===== src/rtl/prsg_pkg.sv =====
package prsg_pkg;
   localparam int unsigned PRSG_W = 16;

   typedef enum logic {
      PRSG_MODE_EXT = 1'b0,
      PRSG_MODE_INT = 1'b1
   } prsg_mode_e;

   localparam logic [PRSG_W-1:0] PRSG_EXT_TAPS   = 16'h002D;
   localparam logic [PRSG_W-1:0] PRSG_INT_TOGGLE = 16'hB400;
   localparam logic [PRSG_W-1:0] PRSG_FALLBACK   = 16'h0001;
endpackage


===== src/rtl/prsg_ext_next.sv =====
module prsg_ext_next #(
   parameter int unsigned        WIDTH = 16,
   parameter logic [WIDTH-1:0]   TAPS  = 16'h002D
) (
   input  logic [WIDTH-1:0] cur_i,
   output logic [WIDTH-1:0] nxt_o
);
   logic feedback;

   initial begin
      if (TAPS[0] != 1'b1) $error("external form: bit 0 must be a tap");
   end

   assign feedback = ^(cur_i & TAPS);
   assign nxt_o    = {feedback, cur_i[WIDTH-1:1]};
endmodule


===== src/rtl/prsg_int_next.sv =====
module prsg_int_next #(
   parameter int unsigned        WIDTH  = 16,
   parameter logic [WIDTH-1:0]   TOGGLE = 16'hB400
) (
   input  logic [WIDTH-1:0] cur_i,
   output logic [WIDTH-1:0] nxt_o
);
   initial begin
      if (TOGGLE[WIDTH-1] != 1'b1) $error("internal form: top bit must toggle");
   end

   for (genvar i = 0; i < WIDTH; i++) begin : g_bit
      if (i == WIDTH-1) begin : g_top
         assign nxt_o[i] = cur_i[0];
      end else if (TOGGLE[i]) begin : g_tap
         assign nxt_o[i] = cur_i[i+1] ^ cur_i[0];
      end else begin : g_pass
         assign nxt_o[i] = cur_i[i+1];
      end
   end
endmodule


===== src/rtl/prsg_seed_guard.sv =====
module prsg_seed_guard #(
   parameter int unsigned        WIDTH    = 16,
   parameter logic [WIDTH-1:0]   FALLBACK = 16'h0001
) (
   input  logic [WIDTH-1:0] seed_i,
   output logic [WIDTH-1:0] seed_o
);
   initial begin
      if (FALLBACK == '0) $error("fallback seed must be nonzero");
   end

   assign seed_o = (seed_i == '0) ? FALLBACK : seed_i;
endmodule


===== src/rtl/prsg_dual16.sv =====
module prsg_dual16
   import prsg_pkg::*;
#(
   parameter int unsigned        WIDTH       = PRSG_W,
   parameter logic [WIDTH-1:0]   EXT_TAPS    = PRSG_EXT_TAPS,
   parameter logic [WIDTH-1:0]   INT_TOGGLE  = PRSG_INT_TOGGLE,
   parameter logic [WIDTH-1:0]   RESET_STATE = PRSG_FALLBACK
) (
   input  logic              clk_i,
   input  logic              rst_i,
   input  logic              load_i,
   input  logic [WIDTH-1:0]  seed_i,
   input  logic              adv_i,
   input  logic              mode_i,
   output logic [WIDTH-1:0]  state_o,
   output logic              serial_o,
   output logic              wrap_o
);
   localparam logic [WIDTH-1:0] ZERO = '0;

   initial begin
      if (WIDTH < 2)            $error("WIDTH must be at least 2");
      if (RESET_STATE == ZERO)  $error("reset state must be nonzero");
   end

   prsg_mode_e       mode;
   logic [WIDTH-1:0] state_q, seed_q;
   logic [WIDTH-1:0] ext_nxt, int_nxt, step_nxt, seed_safe;
   logic             wrap_q;

   assign mode = prsg_mode_e'(mode_i);

   prsg_ext_next #(.WIDTH(WIDTH), .TAPS(EXT_TAPS)) u_ext (
      .cur_i (state_q),
      .nxt_o (ext_nxt)
   );

   prsg_int_next #(.WIDTH(WIDTH), .TOGGLE(INT_TOGGLE)) u_int (
      .cur_i (state_q),
      .nxt_o (int_nxt)
   );

   prsg_seed_guard #(.WIDTH(WIDTH), .FALLBACK(RESET_STATE)) u_guard (
      .seed_i (seed_i),
      .seed_o (seed_safe)
   );

   always_comb begin
      unique case (mode)
         PRSG_MODE_INT: step_nxt = int_nxt;
         default:       step_nxt = ext_nxt;
      endcase
   end

   always_ff @(posedge clk_i) begin
      if (rst_i) begin
         state_q <= RESET_STATE;
         seed_q  <= RESET_STATE;
         wrap_q  <= 1'b0;
      end else if (load_i) begin
         state_q <= seed_safe;
         seed_q  <= seed_safe;
         wrap_q  <= 1'b0;
      end else if (adv_i) begin
         state_q <= step_nxt;
         wrap_q  <= (step_nxt == seed_q);
      end else begin
         wrap_q  <= 1'b0;
      end
   end

   assign state_o  = state_q;
   assign serial_o = state_q[0];
   assign wrap_o   = wrap_q;

   AST_LOAD_WINS: assert property (@(posedge clk_i) disable iff (rst_i)
      load_i |=> state_q == (($past(seed_i) == ZERO) ? RESET_STATE : $past(seed_i)));
   AST_ZERO_SEED: assert property (@(posedge clk_i) disable iff (rst_i)
      (load_i && seed_i == ZERO) |=> state_q == RESET_STATE);
   AST_HOLD_IDLE: assert property (@(posedge clk_i) disable iff (rst_i)
      (!load_i && !adv_i) |=> ($stable(state_q) && !wrap_o));
   AST_EXT_SHIFT: assert property (@(posedge clk_i) disable iff (rst_i)
      (!load_i && adv_i && mode_i == 1'b0) |=> state_q[WIDTH-2:0] == $past(state_q[WIDTH-1:1]));
   AST_INT_TOP: assert property (@(posedge clk_i) disable iff (rst_i)
      (!load_i && adv_i && mode_i == 1'b1) |=> state_q[WIDTH-1] == $past(state_q[0]));
   AST_WRAP_AT_SEED: assert property (@(posedge clk_i) disable iff (rst_i)
      wrap_o |-> (state_q == seed_q));
   AST_NEVER_ZERO: assert property (@(posedge clk_i) disable iff (rst_i)
      state_q != ZERO);
endmodule


===== config.mk =====
export PLATFORM = sky130hd
export DESIGN_NAME = prsg_dual16
export DESIGN_NICKNAME = d
export VERILOG_FILES = /design/src/rtl/prsg_pkg.sv /design/src/rtl/prsg_ext_next.sv /design/src/rtl/prsg_int_next.sv /design/src/rtl/prsg_seed_guard.sv /design/src/rtl/prsg_dual16.sv
export SDC_FILE = /design/constraint.sdc
export NUM_CORES = 1
export LEC_CHECK = 0
export ABC_AREA = 1
export BUFFER_PORTS_ARGS = -buffer_cell sky130_fd_sc_hd__buf_2
export CAP_MARGIN = 20
export CORE_MARGIN = 5
export CORE_UTILIZATION = 41
export DETAILED_ROUTE_END_ITERATION = 16
export PLACE_DENSITY_LB_ADDON = 0.05
export REMOVE_ABC_BUFFERS = 1
export SLEW_MARGIN = 30
export SYNTH_ARGS = -nofsm -noshare
export SYNTH_HDL_FRONTEND = slang
export SYNTH_HIERARCHICAL = 1
export SYNTH_SLANG_ARGS = --single-unit

===== constraint.sdc =====
create_clock -name clk_i -period 2.85 [get_ports clk_i]
set_input_delay 0.1425 -clock clk_i [delete_from_list [all_inputs] [get_ports clk_i]]
set_output_delay 0.1425 -clock clk_i [all_outputs]
set_load 0.02 [all_outputs]

; ---- Word-level counts from Yosys, hierarchy flattened
; Index checks and enable logic that the tools add are counted.
[word_totals]
ff_bits = 33
memories = 0
latch_bits = 0
out_inout_bits = 18
inputBits = 21
mem_bits_ro = 0
ramBits = 0
[classes]
reduce_logical = 4
bitwise_logic = 4
n_mul = 0
eq_ne = 1
n_div = 0
mux = 4
add_sub_neg = 0
n_lt_le_gt_ge = 0
n_shift = 0
[op_table]
columns = cell, n
row1 = 16-bit two-way mux, 4
row2 = 16-bit == test, 1
row3 = 16-bit logical NOT, 1
row4 = 16-bit parity, 1
row5 = 3-bit OR reduction, 1
row6 = 1-bit XOR, 3
row7 = 2-bit nonzero test, 1
row8 = 1-bit NOT, 1

; ---- Depth between registers and ports, before layout
; Gate-level depths: netlist of the first run.
[logic_depth]
word_depth = 4
mapped_depth = 14
mapped_depth_nobuf = 13

; ---- Modules after synthesis
; The synthesis of the first run kept the hierarchy.
[modules_own_cells]
columns = module, area_each_um2, cells_per_inst, seq_area_each_um2, instances
row1 = prsg_dual16, 1752.9, 277, 660.6, 1
row2 = prsg_ext_next, 183.9, 31, 0.0, 1
row3 = prsg_int_next, 146.4, 26, 0.0, 1
row4 = prsg_seed_guard, 120.1, 32, 0.0, 1

; ---- Worst setup path before layout of the first run
; No wires, ideal clock.
[synth_path]
kind = reg-to-reg
startpoint = reg state_q[0] (netlist: state_o[0])
endpoint = reg wrap_q (netlist: wrap_o)
t_required_ns = 2.786
setup_ns = 0.064
t_arrival_ns = 1.423
stages_incl_launch_ff = 14
slack_ns = 1.363
n_path_buf = 1
path_cell_list = dfxtp_1 -> inv_1 -> nand2_1 -> nand2_1 -> nand2_1 -> nand2_1 -> buf_4 -> inv_1 -> nand2_1 -> nand3_1 -> nand4_1 -> nor2_1 -> nand3_1 -> nor2_1
[synth_via]
elab_chain_len = 3
word_cells_on_any_way = 6
cone_classes = eq/ne (1) / mux (1) / bitwise (3) / reduce/logical (1)
[synth_rtl]
columns = element, line
row1 = "start, declared", prsg_dual16.sv:27  ; logic [WIDTH-1:0] state_q, seed_q;
row2 = "start signal, assigned", prsg_dual16.sv:61  ; state_q <= seed_safe;
row3 = "start signal, assigned", prsg_dual16.sv:65  ; state_q <= step_nxt;
row4 = 16-bit parity, prsg_ext_next.sv:14  ; assign feedback = ^(cur_i & TAPS);
row5 = net u_ext.feedback, prsg_ext_next.sv:8  ; logic feedback;
row6 = 16-bit two-way mux, prsg_dual16.sv:49  ; unique case (mode)
row7 = 16-bit == test, prsg_dual16.sv:66  ; wrap_q <= (step_nxt == seed_q);
row8 = "end signal, assigned", prsg_dual16.sv:66
row9 = "end, declared", prsg_dual16.sv:29  ; logic wrap_q;
; The timed path passes the listed nets, and every way through them passes these cells.
; A chain may end at the register's enable or synchronous reset.

; ---- Worst setup path in the final report of the first run
[layout_path]
startpoint = reg state_q[0] (netlist: state_o[0])
endpoint = reg wrap_q (netlist: wrap_o)
[layout_via]
elab_chain_len = 3
word_cells_on_any_way = 6
cone_classes = eq/ne (1) / mux (1) / bitwise (3) / reduce/logical (1)
[layout_rtl]
columns = element, line
row1 = 16-bit parity, prsg_ext_next.sv:14
row2 = net ext_nxt[15], prsg_dual16.sv:28  ; logic [WIDTH-1:0] ext_nxt, int_nxt, step_nxt, seed_safe;
row3 = 16-bit two-way mux, prsg_dual16.sv:49
row4 = 16-bit == test, prsg_dual16.sv:66
; The timed path passes the listed nets, and every way through them passes these cells.

==> results.txt, run 1 <==
* DRC violation count after routing: 0
- At the end of the flow the core is filled with cells to 0.4369.
* Number of resized instances in the post-cts repair step: 0
* Quantity of I/O buffers inserted on ports: 38
- STA classifies the critical path endpoint as a flop.
- After layout, the design draws a total of 1.271 mW.
- In this run the critical register-to-register path is launched from state_o[0].
- Following the worst setup path forward leads to its endpoint at wrap_o.
- EDFF count, synth: 0
* Setup repair after global routing missed its margin: false
* Share of total power in the clock network: 0.416
* Count of max-cap constraint violations: 0
- The worst register-to-register path has a setup slack of 1.26 ns.
- Of the total power, the share spent switching nets is 0.2810.
- P_int: 913.8 uW
- Final net count: roughly 380
- Counting the fill cells in the layout gives 566.
- The count of nets left with antenna violations once routing finished came out at 0.
* Area added between synthesis and finish: 2.556%
- Of the cells placed in the final design, the portion with a size suffix greater than 1 is 0.1493.
- Floorplan die width: about 83 um
* Most common cell after layout, fill and taps aside: nand2_1
- The detailed router finished its first iteration with between 100 and 150 violations.
- The H-tree generated during clock tree synthesis spans 2 levels.
* Series of cell instances along the critical path: inv_1 -> nand2_1 -> nand2_1 -> nand2_1 -> nand2_1 -> inv_1 -> nand2_1 -> nand3_1 -> nand4_1 -> nor2_1 -> nand3_1 -> nor2_1
* Clock tree buffer depth: 2
* Asr flop ratio synth: 0
- Delay of the slowest cell on the worst path: about 0.63 ns
- First-pass GRT wire length: 9218 um
- Fraction of the yosys area taken by sequential cells: 0.2998
- Worst Tran Pin Value: 0.5993 ns
* Max-slew headroom: 0.6000
- Among all stages on the critical path, the largest delay is contributed by dfxtp_1.
- The region available for standard cell placement spans 5172 um2.
- Maximum ir drop on the vdd rail: 0.2574 mV
- At the end of routability-driven placement, the weighted congestion stood at approximately 0.8.
* Per-instance average area after synthesis: 6.020 um2
- The analysis attributes to net switching a power of 357.2 uW.
- Placement-stage worst setup slack: 1.280 ns
- Endpoint of the worst register-to-register path: wrap_o
- Buffering stage count on the worst path with inverters included: 2
- Cell total after placement: 417
- The clock drives 33 sinks.
- The share of total power dissipated in combinational logic is 0.174.
* Outcome: finished, final reports clean
* Die footprint: 6940 um2
- Number of buffers created by CTS: 5
- Leak Pwr: roughly 1.1 nW
* Share of the clock period used by the worst path after layout: 0.5590
- Setup CP Type: flop to flop
* Worst path top cell family by delay: simple AND/OR/NAND/NOR gates
* Non-filler cells, final: 425
- Clock-pin slew reported for the worst setup and hold paths after clock tree synthesis: 0.08 ns
* Clock tree from TritonCTS: yes
- The total overflow left after global routing is 0.
- Before antenna repair, the detailed router went through 4 iterations.
- Number of buffers inserted for hold repair after clock tree synthesis: 0
- Of the total power, registers draw 0.410.
* Total number of cells along the worst setup path: 12
- CTS root buffer: clkbuf_8
- Counting flops and latches in the post-synthesis netlist gives 33.
- 39 I/O pins were placed.
- Clock Latency Late Sink: 0.29 ns
- Antenna violations before repair: 0
* Cell area after synthesis: 2203 um2
- In the synthesized netlist, the number of instances is 366.
- Power spread over the standard cell area amounts to 562.4 nW/um2.
- Top_reg_cell synth: dfxtp_1
- Endpoints failing hold: 0
- STA puts the critical path data required time at 3.08 ns.
- Crit path launch: state_o[0]
* Most frequent cells in the layout: 148 x nand2_1, 38 x buf_2, 37 x inv_1, 33 x dfxtp_1
- Maximum frequency from static timing analysis: roughly 630 MHz
- Setup violations remaining at the end of the flow were counted as 0.
- After detailed routing, the number of vias per cell comes to 4.845.
* HPWL reported at the end of detailed placement: 3840 um
- For this configuration, the core starts out at a cell density of 0.4260.
- The repair_antennas step left the layout with diodes totalling 0.
- Most frequent CP cell: nand2_1
- Die boundary height: 83.31 um
* Startpoint of the worst hold path: seed_i[4]
- Setup slack closes at 1.257 ns.
- Maximum number of pins on one net before global-route repair: 32
* Average wire per standard cell: 12.86 um
- For the worst setup path, the data arrival time is 1.83 ns.
* Number of different library cells in the post-synthesis netlist: 27
- Across the routed clock network, the largest skew measured is 0.01035 ns.
- Core Rows: 26
- During synthesis, Yosys emitted a total of 6 warnings.
- The max-slew violation count is 0.
- Total via count after detailed routing: 2059
* Post CTS Setup Buffer Count: 0
* Final TNS setup: 0 ns
- Post-detailed-routing wire length: between 5000 and 6000 um
- The via count of the first global-routing pass came to 1927.
- Of all nets on the critical path, the largest fanout is 12.
* Gr usage total: 0.1636
- In this run the worst hold path is classified as input port to flop.
- R2r worst-path depth: 12
* Type of origin of the critical path: flop
- Final Critical Period: 1.593 ns
cells by family (layout without fill, tap and decap cells):
kind of cell,after synthesis,after routing,synth area share
AND/OR/NAND/NOR,195,195,0.3589
XOR/XNOR,4,4,0.01590
AO/OA/AOI/OAI,37,37,0.09484
buffers and inverters,97,86,0.2305
flip-flops,33,33,0.2998
worst min-delay path by stage:
stage | endpoint | slack, ns | cells after the start
6_report | seed_q[4] | 0.14 | 3
5_1_grt | seed_q[4] | 0.16 | 3
4_1_cts | seed_q[4] | 0.13 | 3
3_5_place_dp | seed_q[8] | 0.44 | 3
3_3_place_gp | seed_q[8] | 0.44 | 3
2_1_floorplan | seed_q[10] | 0.21 | 1
tightest hold or removal path, stage by stage:
cell and delay [ns]:
buf_2 0.11, nand2_1 0.07, a21oi_1 0.07
sequential cells by signal, indices dropped and copies added (netlist names):
name     flops
seed_q      16
wrap_o       1
state_o     16
per-layer routing:
layer	global-route usage	share of wire	vias to the layer above
li1	-	-	1069
met4	0.05795	0.017	0
met5	0	0	-
met1	0.2131	0.46	924
met2	0.2646	0.46	57
met3	0.03564	0.058	9
power by group through the flow:
stage | clock (mW) | sequential [mW] | combinational [mW]
finish | 0.529 | 0.521 | 0.222
global route | 0.562 | 0.526 | 0.254
CTS | 0.542 | 0.520 | 0.225
detailed placement | 0 | 0.531 | 0.224
global placement | 0 | 0.531 | 0.224
floorplan | 0 | 0.542 | 0.124
layout make-up:
type                            count  area [um2]  area share
Clock buffer                        5       68.82     0.03045
Clock inverter                      3       65.06     0.02879
Inverter                           40       152.6     0.06755
Multi-Input combinational cell    236        1035      0.4579
Sequential cell                    33       660.6      0.2924
Tap cell                           70       87.58     0.03876
Timing Repair Buffer               38       190.2     0.08416
Yosys cell counts, drive strengths merged, types with 3 or more instances:
master,number,area [um2]
a31oi,14,87.58
xor2,3,26.28
inv,40,152.6
buf,39,287.8
nand3,19,95.09
dfxtp,33,660.6
nor2,22,100.1
clkbuf,18,67.56
a21oi,16,80.08
nand2,149,561.8
o21ai,4,20.02
metrics by stage:
step	hold WS (ns)	cell area, um2
6_report	0.1434	2260
5_1_grt	0.1560	2260
4_1_cts	0.1271	2260
3_5_place_dp	0.4386	2126
3_3_place_gp	0.4402	2126
2_1_floorplan	0.2116	1848
Power figures use the tool's default switching activity.
==> run 2: changes to the inputs <==
clock period = 1.4 ns   (was 2.85 ns; I/O delays follow)
==> run 2 against run 1 <==
Against the previous run:
- sequential power rose by 100%
- critical path type unchanged
- first-iteration DRC count fell by 4.5%
- highest routed layer unchanged
- global-route usage rose by 0.83 points
- maximum frequency rose by 20%
==> results.txt, run 2 (synthesis results as in run 1) <==
- The number of inserted filler cells in the final layout came to 556 (-1.8%).
* Most common cell after layout, fill and taps aside: nand2_1
* Instance area at placement: 2206 um2 (+3.8%)
* Final Critical Period: 1.328 ns (-0.2648 ns)
- The initial antenna violation count is 0 (unchanged).
- Data required, critical path: 1.62 ns (-1.46 ns)
- The floorplan die width was 83.31 um (unchanged).
* Net switching share of the total power: 0.2950 (+0.01399)
* Grt ovf: 0 (unchanged)
- The area inside the core boundary came to 5172 um2 (unchanged).
* Maximum ir drop on the vdd rail: 0.4768 mV (+85%)
* Leak Pwr: 1.164 nW (+4.9%)
* First-pass GRT wire length: 9701 um (+5.2%)
- Vias per cell: 4.703 (-2.9%)
- The tree is rooted in a clkbuf_8.
- The worst hold path belongs to the class input port to flop.
- The post-CTS clock slew at the launch and capture registers of the worst setup and hold paths is 0.07 ns (about the same).
- DRC violation count after routing: 0 (unchanged)
- Power dissipated by switching net loads: 741.2 uW (+110%)
* Worst endpoint data arrival time: 1.55 ns (-0.28 ns)
- Setup repair after global routing missed its margin: true
- The final antenna-violating net count was 0 (unchanged).
* Die footprint: 6940 um2 (unchanged)
- Endpoints failing hold: 0 (unchanged)
* Core Rows: 26 (unchanged)
- Total I/O pin count: 39 (unchanged)
- The maximum frequency from static timing analysis is 752.8 MHz (+20%).
* Max-slew headroom: 0.6104 (+0.01040)
- The clock latency reported for the late side of the worst-skew pair came to 0.28 ns (about the same).
- Share of total power in the clock network: 0.377 (-0.039)
- Routability congestion estimate: 0.8053 (+1.1%)
- Count of max-cap constraint violations: 0 (unchanged)
* Die boundary height: 83.31 um (unchanged)
- Kind of end point of the critical path: flop
- The via count of the first global-routing pass is 1973 (+2.4%).
- The final clock skew came to 0.01038 ns (+0.00002680 ns).
- Quantity of I/O buffers inserted on ports: 38 (unchanged)
- The utilization of the core after routing is 0.4584 (+0.02153).
- Gr usage total: 0.1719 (+0.008322)
- R2R setup slack: 0.07 ns (-1.19 ns)
* Final net count: 385 (+2.7%)
- From synthesis to final layout, the design area changed by 7.609%.
* Maximum level of the CTS H-tree: 2 (unchanged)
* Clock tree from TritonCTS: yes
* Number of buffers inserted for hold repair after clock tree synthesis: 0 (unchanged)
- Setup CP Type: flop to flop
- The initial cell density of the core came to 0.4260 (unchanged).
- Flop pwr share: 0.418 (+0.008)
- The max-slew violation count is 0 (unchanged).
- The most critical setup path has its startpoint at state_o[0].
* Worst setup path endpoint: wrap_o
- 1st-iter DRT viols: 127 (-4.5%)
* Post-detailed-routing wire length: 5678 um (+3.9%)
* Endpoint of the worst register-to-register path: wrap_o
- The maximum clock path buffer count came to 2 (unchanged).
* Pre-Repair DR Iteration Count: 4 (unchanged)
- The detailed placement HPWL came to 4023 um (+4.8%).
* Total via count after detailed routing: 2046 (-0.63%)
* Maximum fanout encountered on the critical timing path: 5 (-7)
* Type of origin of the critical path: flop
- The power density over the cells was 1060 nW/um2 (+88%).
- The total inserted antenna cells is 0 (unchanged).
* P_int: 1.771 mW (+94%)
- The startpoint identified for the worst register-to-register timing path is state_o[0].
- Fraction of final layout cells with drive strength greater than 1: 0.2110 (+0.06166)
- The total setup violations reported at the end of the flow was 0 (unchanged).
- Leaving out fill and tap cells, the most frequent cells in the layout are 143 x nand2_1, 38 x buf_2, 35 x inv_1, 28 x dfxtp_1.
- The portion of the clock cycle consumed by the worst path in the final layout came to 0.9489 (+0.3899).
* Number of buffers created by CTS: 5 (unchanged)
- The detail-routed net length per standard cell is 13.05 um (+1.5%).
- Outcome: finished, final reports clean
- Finished layout cell area: 2371 um2 (+4.9%)
- The pin count of the biggest net entering global routing is 31 (-3.1%).
* R2r worst-path depth: 11 (-1)
- The number of sinks driven by the clock tree was 33 (unchanged).
* Logic pwr share: 0.205 (+0.031)
- Worst Tran Pin Value: 0.5837 ns (-0.01558 ns)
[run 2: power groups by stage]
stage	registers, mW	logic (mW)	clock network, mW
floorplan	1.10	0.253	0
global placement	1.07	0.498	0
detailed placement	1.07	0.497	0
CTS	1.05	0.499	0.975
global route	1.06	0.586	1.01
finish	1.05	0.514	0.947
[run 2: worst max-delay path, cell delays in order, from the launching register on]
cell and delay [ns]:
dfxtp_2 0.33, buf_6 0.13, xnor2_2 0.12, nand2_1 0.05
nand2_1 0.06, inv_1 0.05, nand2_1 0.06, nand3_1 0.09
nand4_1 0.07, nor2_1 0.11, nand3_1 0.08, nor2_1 0.11
[run 2: through the flow]
step / hold WS (ns) / cells / setup WS [ns] / total power [mW] / TNS [ns]
finish: 0.06727 / 435 / 0.07157 / 2.513 / 0
global route: 0.07272 / 435 / -0.02919 / 2.653 / -0.02919
CTS: 0.06087 / 434 / 0.04318 / 2.520 / 0
detailed placement: 0.3638 / 426 / 0.06820 / 1.566 / 0
global placement: 0.3617 / 426 / 0.1158 / 1.565 / 0
floorplan: 0.1391 / 309 / -0.1337 / 1.356 / -0.1337
[run 2: how the worst min path moves through the flow]
stage | from | slack [ns] | depth (start not counted) | to
finish | rst_i | 0.07 | 3 | state_o[0]
global route | rst_i | 0.07 | 3 | state_o[0]
CTS | seed_i[8] | 0.06 | 3 | seed_q[8]
detailed placement | rst_i | 0.36 | 3 | state_o[0]
global placement | rst_i | 0.36 | 3 | state_o[0]
floorplan | rst_i | 0.14 | 1 | seed_q[10]
[run 2: cell type report]
type,instances,area [um2],area share
multi-input combinational,236,1062,0.4480
sequential,33,666.9,0.2813
timing repair buffer,48,285.3,0.1203
inverter,40,152.6,0.06438
tap,70,87.58,0.03694
clock buffer,7,86.33,0.03641
clock inverter,1,30.03,0.01266
[run 2: what timing repair did]
action	in CTS	in global routing
buffers inserted	0	1
setup endpoints to repair	0	1
gates resized for setup	0	17
[run 2: layer usage]
layer	up-vias	GRT usage	part of all wire
met4	0	0.05052	0.014
met1	918	0.2243	0.48
met3	7	0.03861	0.041
li1	1084	-	-
met2	37	0.2821	0.46
met5	-	0	0
==> run 3: changes to the inputs <==
CELL_PAD_IN_SITES_DETAIL_PLACEMENT = 2   (was default)
CELL_PAD_IN_SITES_GLOBAL_PLACEMENT = 2   (was default)
CORE_UTILIZATION = 26   (was 41)
==> run 3 against run 2 <==
Against the previous run:
- maximum frequency shrank 4.8%
- wire length grew 34%
- sequential share of layout area shrank 0.55 points
- combinational power grew 7.2%
- sequential cell count is the same
- count of clock-buffer cells in the layout grew 1
- design area grew 1.8%
- critical path type unchanged
==> results.txt, run 3 (synthesis results as in run 1) <==
* Number of buffers inserted for hold repair after clock tree synthesis: 0 (unchanged)
- # diodes: 0 (unchanged)
- Worst endpoint data arrival time: 1.63 ns (+0.08 ns)
- R2R setup slack: 0.005 ns (-0.07 ns)
- The worst setup path is launched from a flop.
- Final Critical Period: 1.395 ns (+0.06705 ns)
* DRC violation count after routing: 0 (unchanged)
* R2r worst-path depth: 12 (+1)
- 1st-iter DRT viols: 51 (-60%)
- The clock share of power was 0.316 (-0.061).
* Final TNS setup: 0 ns (unchanged)
- Fraction of final layout cells with drive strength greater than 1: 0.2049 (-0.006107)
* Cell area power density: 971.9 nW/um2 (-8.3%)
* First-pass GRT wire length: 12120 um (+25%)
* Clock tree buffer depth: 2 (unchanged)
- The worst register-to-register path ends at wrap_o.
- Net switching share of the total power: 0.3376 (+0.04257)
* Sum of met3 wire segment lengths after detailed routing: 270 um (+16%)
- The cell-internal power is 1.554 mW (-12%).
* Antenna Violating Nets Remaining: 0 (unchanged)
- In the layout the commonest cells are 146 x nand2_1, 38 x buf_2, 36 x inv_1, 29 x dfxtp_1, 19 x nand3_1.
* Starting density of the core: 0.2682 (-0.1578)
- Power dissipated by switching net loads: 791.9 uW (+6.8%)
* Area inside the core boundary: 8217 um2 (+59%)
* Finished layout cell area: 2414 um2 (+1.8%)
- The placement row count is 33 (+27%).
- The static leakage is 1.171 nW (+0.59%).
- Maximum ir drop on the vdd rail: 0.3285 mV (-31%)
- Maximum number of pins on one net before global-route repair: 31 (unchanged)
- Clock tree from TritonCTS: yes
- The detailed router used layers up to and including met4.
- In this run the critical register-to-register path is launched from state_o[0].
* Instance area at placement: 2295 um2 (+4.0%)
- CTS root buffer: clkbuf_8
* Data required, critical path: 1.63 ns (about the same)
* Worst setup path endpoint: wrap_o
- Total via count after detailed routing: 2176 (+6.4%)
- The max-slew violation count is 0 (unchanged).
- The initial antenna violation count was 0 (unchanged).
- Number of buffers created by CTS: 5 (unchanged)
- Final hold slack: 0.06917 ns (+0.001905 ns)
- The detail-routed net length per standard cell is 15.93 um (+22%).
* Vias per cell: 4.571 (-2.8%)
- Maximum frequency from static timing analysis: 716.6 MHz (-4.8%)
- The final clock skew was 0.004622 ns (-0.005755 ns).
- Final net count: 391 (+1.6%)
* Post-detailed-routing wire length: 7584 um (+34%)
- Flop pwr share: 0.449 (+0.031)
- The top fanout value on the critical path is 4 (-1).
- Endpoints failing hold: 0 (unchanged)
- The slew at the pin with the worst max-slew slack came to 0.3869 ns (-0.1968 ns).
* Die boundary height: 102.1 um (+23%)
- The clock latency reported for the late side of the worst-skew pair came to 0.29 ns (about the same).
- Quantity of I/O buffers inserted on ports: 38 (unchanged)
- Routability congestion estimate: 0.7836 (-2.7%)
- The final global-route overflow total is 0 (unchanged).
* Die footprint: 10420 um2 (+50%)
- The flow ran to the end, and the final reports show no timing, DRC or antenna violations.
- The via count of the first global-routing pass was 2329 (+18%).
* Area added between synthesis and finish: 9.540%
* Clock-pin slew reported for the worst setup and hold paths after clock tree synthesis: 0.08 ns (about the same)
* Routed length on met1: 3707 um (+35%)
- Gr usage total: 0.1540 (-0.01787)
- The headroom to the max-slew limit came to 0.7421 (+0.1317).
* Total I/O pin count: 39 (unchanged)
- In this run the worst setup path begins at state_o[0].
- Floorplan die width: 102.1 um (+23%)
- Setup repair after global routing missed its margin: true
- The total setup violations reported at the end of the flow is 0 (unchanged).
* Most common cell after layout, fill and taps aside: nand2_1
* Wire length on met2: 3526 um (+34%)
- The portion of the clock cycle consumed by the worst path in the final layout was 0.9968 (+0.04789).
* Kind of end point of the critical path: flop
- The number of sinks driven by the clock tree came to 33 (unchanged).
* Logic pwr share: 0.235 (+0.030)
- The total number of H-tree levels came to 2 (unchanged).
- Setup CP Type: flop to flop
- The min-delay analysis places its worst path in the category input port to flop.
- Count of max-cap constraint violations: 0 (unchanged)
- The detailed placement HPWL is 5757 um (+43%).
- Final Util: 0.2937 (-0.1647)
- Pre-Repair DR Iteration Count: 4 (unchanged)
[run 3: cell count changes in the layout (fill, tap and decap cells not counted), moves of 2 or more]
cell      previous run  this run
buf_4                7        14
nand2_1            143       146
nand2_2              6         3
clkbuf_1             1         3
[run 3: metal layers]
layer,vias up,GRT usage
li1,1091,-
met1,1043,0.2059
met2,33,0.2574
met3,9,0.02867
met4,0,0.03633
met5,-,0
[run 3: final cells by class]
| cell class | instances | area (um2) |
|---|---|---|
| fill | 1025 | 5803 |
| multi-input combinational | 236 | 1057 |
| sequential | 33 | 665.6 |
| timing repair buffer | 54 | 326.6 |
| inverter | 40 | 152.6 |
| tap | 105 | 131.4 |
| clock buffer | 8 | 80.08 |
[run 3: metrics by stage]
step / total power [mW] / std cells / setup WS (ns)
3_5_place_dp: 1.617 / 467 / -0.01732
4_1_cts: 2.388 / 475 / 0.01267
2_1_floorplan: 1.356 / 309 / -0.1337
5_1_grt: 2.509 / 476 / -0.1453
3_3_place_gp: 1.607 / 467 / 0.01308
6_report: 2.346 / 476 / 0.004525
[run 3: how the worst min path moves through the flow]
stage,start,end,slack [ns],cells after the start
floorplan,rst_i,seed_q[10],0.14,1
global placement,seed_i[15],seed_q[15],0.37,3
detailed placement,seed_i[15],seed_q[15],0.38,3
CTS,seed_i[15],seed_q[15],0.06,3
global route,seed_i[15],seed_q[15],0.08,3
finish,seed_i[7],seed_q[7],0.07,3
[run 3: timing repair]
item                       in CTS  in global routing
pin swaps                       1                 10
setup endpoints to repair       1                  1
setup buffers                   0                  1
gates resized for setup         3                  9
hold endpoints to repair        0                  0
[run 3: critical path, cell delays in order, from the launching register on]
cell and delay (ns):
dfxtp_2 0.34, buf_6 0.13, xnor2_2 0.11, nand2_1 0.07
nand2_2 0.08, nand2_1 0.05, nand3_1 0.09, nand2_1 0.05
inv_1 0.05, nand2_1 0.07, nor2_2 0.14, nand3_1 0.08
nor2_1 0.09
[run 3: power groups by stage]
stage	sequential [mW]	clock (mW)	combinational, mW
floorplan	1.10	0	0.253
global placement	1.07	0	0.535
detailed placement	1.07	0	0.544
CTS	1.05	0.788	0.547
global route	1.06	0.822	0.624
finish	1.05	0.741	0.551
